==> src/rtl/dbg_entry_ctrl.sv <==
module dbg_entry_ctrl #(
  parameter int XLEN = 32,
  parameter int CAUSE_W = 4,
  parameter int BKPT_CODE = 3,
  parameter logic [XLEN-1:0] ROM_START = 32'h0000_0800,
  parameter logic [XLEN-1:0] ROM_EXC = 32'h0000_0808,
  parameter logic [11:0] DCSR_ADDR = 12'h7B0,
  parameter logic [11:0] DPC_ADDR = 12'h7B1,
  parameter logic [11:0] DSCR_ADDR = 12'h7B2
) (
  input  logic               clk,
  input  logic               rst_n,
  input  logic [XLEN-1:0]    cur_pc,
  input  logic [1:0]         cur_prv,
  input  logic               trap_valid,
  input  logic [CAUSE_W-1:0] trap_cause,
  input  logic [XLEN-1:0]    trap_vec,
  input  logic               dbg_attached,
  input  logic               dbg_int,
  input  logic               csr_en,
  input  logic               csr_we,
  input  logic [11:0]        csr_addr,
  input  logic [XLEN-1:0]    csr_wdata,
  output logic [XLEN-1:0]    csr_rdata,
  output logic               csr_illegal,
  output logic               npc_valid,
  output logic [XLEN-1:0]    npc,
  output logic               prv_force_valid,
  output logic [1:0]         prv_force,
  output logic               dbg_active,
  output logic               mtrap_valid,
  output logic [CAUSE_W-1:0] mtrap_cause,
  output logic [XLEN-1:0]    mtrap_epc
);
  localparam logic [2:0] CAUSE_SWBP = 3'd1;
  localparam logic [1:0] PRV_MACH = 2'b11;
  localparam int PAD = XLEN - 32;

  logic [1:0]      sv_prv;
  logic            step_q, halt_q;
  logic [3:0]      ebrk_q;
  logic [2:0]      cause_q;
  logic [XLEN-1:0] dpc_q, scr_q;
  logic [31:0]     ctl_word;

  wire hit_dcsr = csr_addr == DCSR_ADDR;
  wire hit_dpc  = csr_addr == DPC_ADDR;
  wire hit_scr  = csr_addr == DSCR_ADDR;
  wire wr_en    = csr_en && csr_we;
  wire bkpt_hit = trap_valid && dbg_attached &&
                  (trap_cause == CAUSE_W'(BKPT_CODE));
  wire plain_trap = trap_valid && !bkpt_hit;

  assign ctl_word = {2'b01, 7'd0, 1'b0, 1'b0, 5'd0, ebrk_q, 1'b0, 1'b0, 1'b0,
                     cause_q, dbg_int, 1'b0, halt_q, step_q, sv_prv};

  generate
    if (PAD > 0) begin : g_wide
      wire [XLEN-1:0] ctl_ext = {{PAD{1'b0}}, ctl_word};
      assign csr_rdata = !csr_en ? '0 : hit_dcsr ? ctl_ext :
                         hit_dpc ? dpc_q : hit_scr ? scr_q : '0;
    end else begin : g_narrow
      assign csr_rdata = !csr_en ? '0 : hit_dcsr ? ctl_word[XLEN-1:0] :
                         hit_dpc ? dpc_q : hit_scr ? scr_q : '0;
    end
  endgenerate

  assign csr_illegal = csr_en && !(hit_dcsr || hit_dpc || hit_scr);
  assign prv_force = PRV_MACH;

  always_ff @(posedge clk) begin
    if (!rst_n) begin
      sv_prv <= '0; step_q <= 1'b0; halt_q <= 1'b0; ebrk_q <= '0;
      cause_q <= '0; dpc_q <= '0; scr_q <= '0; dbg_active <= 1'b0;
    end else begin
      if (wr_en && hit_dcsr) begin
        ebrk_q <= csr_wdata[15:12];
        halt_q <= csr_wdata[3];
        step_q <= csr_wdata[2];
        sv_prv <= csr_wdata[1:0];
      end
      if (wr_en && hit_dpc) dpc_q <= csr_wdata;
      if (wr_en && hit_scr) scr_q <= csr_wdata;
      if (bkpt_hit) begin
        cause_q <= CAUSE_SWBP;
        sv_prv <= cur_prv;
        dpc_q <= cur_pc;
        dbg_active <= 1'b1;
      end
    end
  end

  always_ff @(posedge clk) begin
    if (!rst_n) begin
      npc_valid <= 1'b0; npc <= '0; prv_force_valid <= 1'b0;
      mtrap_valid <= 1'b0; mtrap_cause <= '0; mtrap_epc <= '0;
    end else begin
      npc_valid <= trap_valid;
      prv_force_valid <= bkpt_hit;
      mtrap_valid <= plain_trap;
      if (bkpt_hit) npc <= ROM_START;
      else if (plain_trap) npc <= (cause_q != 3'd0) ? ROM_EXC : trap_vec;
      else npc <= '0;
      if (plain_trap) begin
        mtrap_cause <= trap_cause;
        mtrap_epc <= cur_pc;
      end
    end
  end
endmodule

==> config.mk <==
export PLATFORM = sky130hd
export DESIGN_NAME = dbg_entry_ctrl
export DESIGN_NICKNAME = d
export VERILOG_FILES = /design/src/rtl/dbg_entry_ctrl.sv
export SDC_FILE = /design/constraint.sdc
export NUM_CORES = 1
export LEC_CHECK = 0
export CAP_MARGIN = 40
export CORE_MARGIN = 2
export CORE_UTILIZATION = 39
export CTS_CLUSTER_DIAMETER = 200
export DETAILED_ROUTE_END_ITERATION = 7
export GPL_ROUTABILITY_DRIVEN = 0
export PLACE_DENSITY = 0.87
export SYNTH_ARGS = -nofsm -noshare
export SYNTH_HDL_FRONTEND = slang
export SYNTH_SLANG_ARGS = --single-unit
export TNS_END_PERCENT = 50
==> constraint.sdc <==
create_clock -name clk -period 2.43 [get_ports clk]
set_input_delay 0.486 -clock clk [delete_from_list [all_inputs] [get_ports clk]]
set_output_delay 0.486 -clock clk [all_outputs]
set_load 0.05 [all_outputs]
==> results by group <==
Global route
  • Congestion Overflow GR: 0
  • Antenna violations before repair: 0
  • Vias in the first global route: 6079
  • Total track usage: 26.58%
  • Pin count of the biggest net entering global routing: 65
  • Global-route wire length before repair: 32680 µm

Finish
  • Fin cells: 1162
  • Ant. Diodes: 0
  • Nets: 1087
  • Design area: 0.01002 mm²
  • Share of cells above drive strength 1: 21.47%
  • Synth-to-Final Area Change: 75.77%

STA
  • FMAX: 383.3 MHz
  • Max_slew headroom: 44.84%
  • Setup WS post-layout: -0.1792 ns
  • Fin crit period: 2.609 ns
  • Worst slew pin tran: 0.8262 ns
  • Pins Over Slew Limit: 0
  • Final Setup Violations: 27
  • Layout Skew: 0.004340 ns
  • RSZ-0062 raised after global routing: true
  • Final Hold Viols: 0
  • Final worst-path cycle share: 107.4%
  • Fin Setup TNS: -3.681 ns

Floorplanning
  • Die height: 124.9 µm
  • Cell Rows: 44
  • I/O Pins: 228
  • Core box area: 0.01442 mm²
  • Die Wd: 124.9 µm
  • Initial Utilization: 39.53%
  • Die area: 0.01560 mm²

Critical path
  • Worst path max stage delay: 0.54 ns
  • Crit path kind: in2out
  • Worst endpoint required time: 1.94 ns
  • CP Max Fanout: 7
  • R2R setup slack: 1.27 ns
  • Top cell by count, worst path: buf_12
  • Critical Path Sink Type: output port
  • CP arrival: 2.12 ns
  • Worst path slowest cell: or4_4
  • Worst r2r path cells: 4
  • Worst Setup Start Kind: input port
  • Crit-path cells: buf_8 > or4_4 > or3_4 > nand2_8 > buf_12 > nor2_4 > buf_12

Synthesis
  • Yosys reg bits: 144
  • Post-synth EDFFs: 0
  • Syn avg cell area: 8.065 µm²
  • Cells after Synth: 707
  • Async S/R FF share, synth: 0%
  • Synthesis Warnings: 0
  • Post-synthesis sequential area ratio: 50.56%
  • Top FF cell, synth: dfxtp_1
  • Synthesized area: 0.005702 mm²
  • Synth unique cells: 39

Status
  • Failing checks: negative setup slack
  • Status: finished, violations left

Route
  • 1st-iter DRT viols: 527
  • Routed Antenna Nets: 0
  • Post-DR wirelength/cell: 18.06 µm
  • First-pass DRT Iterations: 5
  • Vias: 6294
  • Drc violations: 0
  • Routed WL: 20990 µm
  • Vias/cell: 5.417

Pwr
  • Internal cell power: 4.543 mW
  • Switching power summed over all nets: 1.526 mW
  • Worst IR drop on VDD: 0.0004322 V
  • Clk pwr share: 45.5%
  • Sequential cell fraction of total power: 40.4%
  • PD cells: 605.6 mW/mm²
  • Switching Share: 25.15%
  • Power share of the combinational group: 14.1%
  • Pleak: 3.643 nW

Clock tree
  • Num CTS Buffers: 17
  • Clock Root Buffer: clkbuf_16
  • CTS tree: built
  • Worst-Skew Late Latency: 0.42 ns
  • CTS Buffer Depth: 2
  • # H-tree levels: 4
  • Clock Sink Count: 144
  • Hold buffers post-CTS: 0
  • Worst-path clk slew: 0.06 ns

Job
  • Maxcap violations: 0

Hold path
  • Hold WC Path Type: reg2reg
  • Cells on Worst Hold Path: 2

Placed design
  • Port Buffer Count: 225
  • Dpl cell area: 0.009211 mm²
  • Placed cell count: 1122
  • Post-DP HPWL: 14610 µm
  • Pre-CTS WS: -0.6699 ns
==> per-stage QoR <==
| step | total power, mW | hold WS (ns) | utilization, % |
|---|---|---|---|
| 2_1_floorplan | 2.907 | 0.4233 | - |
| 3_3_place_gp | 3.330 | 0.4308 | 63.86 |
| 3_5_place_dp | 3.341 | 0.4441 | 63.86 |
| 4_1_cts | 6.078 | 0.4514 | 69.40 |
| 5_1_grt | 6.269 | 0.4659 | 69.48 |
| 6_report | 6.069 | 0.4529 | 69.48 |
==> cells in the final DEF, fill, tap and decap left out, types with 6 or more instances in the layout <==
cell             count
nor3_4               9
clkdlybuf4s50_1    179
mux2i_1              8
dfxtp_1            144
a21oi_1             37
nor2_4              21
buf_4               56
nor2_1              19
inv_1                6
nand3_1             33
clkbuf_16           17
and2_1              31
a22oi_2             15
nand2b_1             7
buf_12              45
o21ai_1              6
a31oi_1             34
nand2_1            166
o21ai_0             60
a22oi_1             13
buf_6                8
==> path summary, 6_finish.rpt <==
path                 start            end
min reg2reg  mtrap_epc[10]  mtrap_epc[10]
max reg2reg     dbg_active        npc[10]
min          mtrap_epc[10]  mtrap_epc[10]
max            csr_addr[2]  csr_rdata[27]
==> power groups by stage <==
stage / clock (mW) / sequential (mW) / combinational, mW
after floorplan: 0 / 2.70 / 0.202
final: 2.76 / 2.45 / 0.853
after CTS: 2.78 / 2.45 / 0.848
after global routing: 2.91 / 2.46 / 0.899
after detailed placement: 0 / 2.50 / 0.836
after global placement: 0 / 2.50 / 0.828
==> cell families after synthesis <==
family,after synthesis,synth area share (%)
compound gates,176,17.91
buf+inv,67,4.937
flops,144,50.56
mux,8,1.404
other cells,1,0.06577
simple gates,311,25.13
==> flip-flops by register name (all words and copies together) (netlist names), 2 cells and up <==
name,cells
dpc_q,32
mtrap_epc,32
npc,32
scr_q,32
ebrk_q,4
mtrap_cause,4
sv_prv,2
==> layer usage <==
layer  wire [µm]  part of all wire, %  vias to the layer above  global-route usage (%)
li1            -                    -                     2949                       -
met1        8250                   39                     2983                   32.11
met2       10270                   49                      312                   43.81
met3        1843                  8.8                       50                   8.634
met4         628                  3.0                        0                   11.11
met5           0                    0                        -                       0
==> what timing repair did <==
item,CTS,global route
pin swaps,27,10
resized for setup,57,14
cloned,1,0
endpoints found under the setup margin,33,30
buffers inserted,9,0
==> cells in the mapped netlist, types with 3 or more instances <==
library cell,n,area (µm²)
inv_1,6,22.52
nor3_1,12,60.06
nand3_1,34,170.2
a22oi_1,28,210.2
nor2_1,41,153.9
nand2b_1,7,43.79
dfxtp_1,144,2883
o21ai_1,5,25.02
o22ai_1,3,18.77
a31oi_1,34,212.7
and2_1,31,193.9
o21ai_0,61,305.3
buf_2,6,30.03
a21oi_1,38,190.2
clkbuf_1,48,180.2
mux2i_1,8,80.08
nand2_1,167,626.9
==> cell type report <==
cell class,count,area [µm²]
Inverter,7,26.28
Sequential cell,144,2883
Fill cell,1005,4402
Tap cell,184,230.2
Clock buffer,18,439.2
Timing Repair Buffer,299,3293
Multi-Input combinational cell,497,2965
Clock inverter,13,185.2
==> critical path: cells and delay by family <==
family	cells	cell delay (ns)
simple gates	4	1.21
buf+inv	3	0.41
Note: power is estimated with default switching activity, not from simulation.
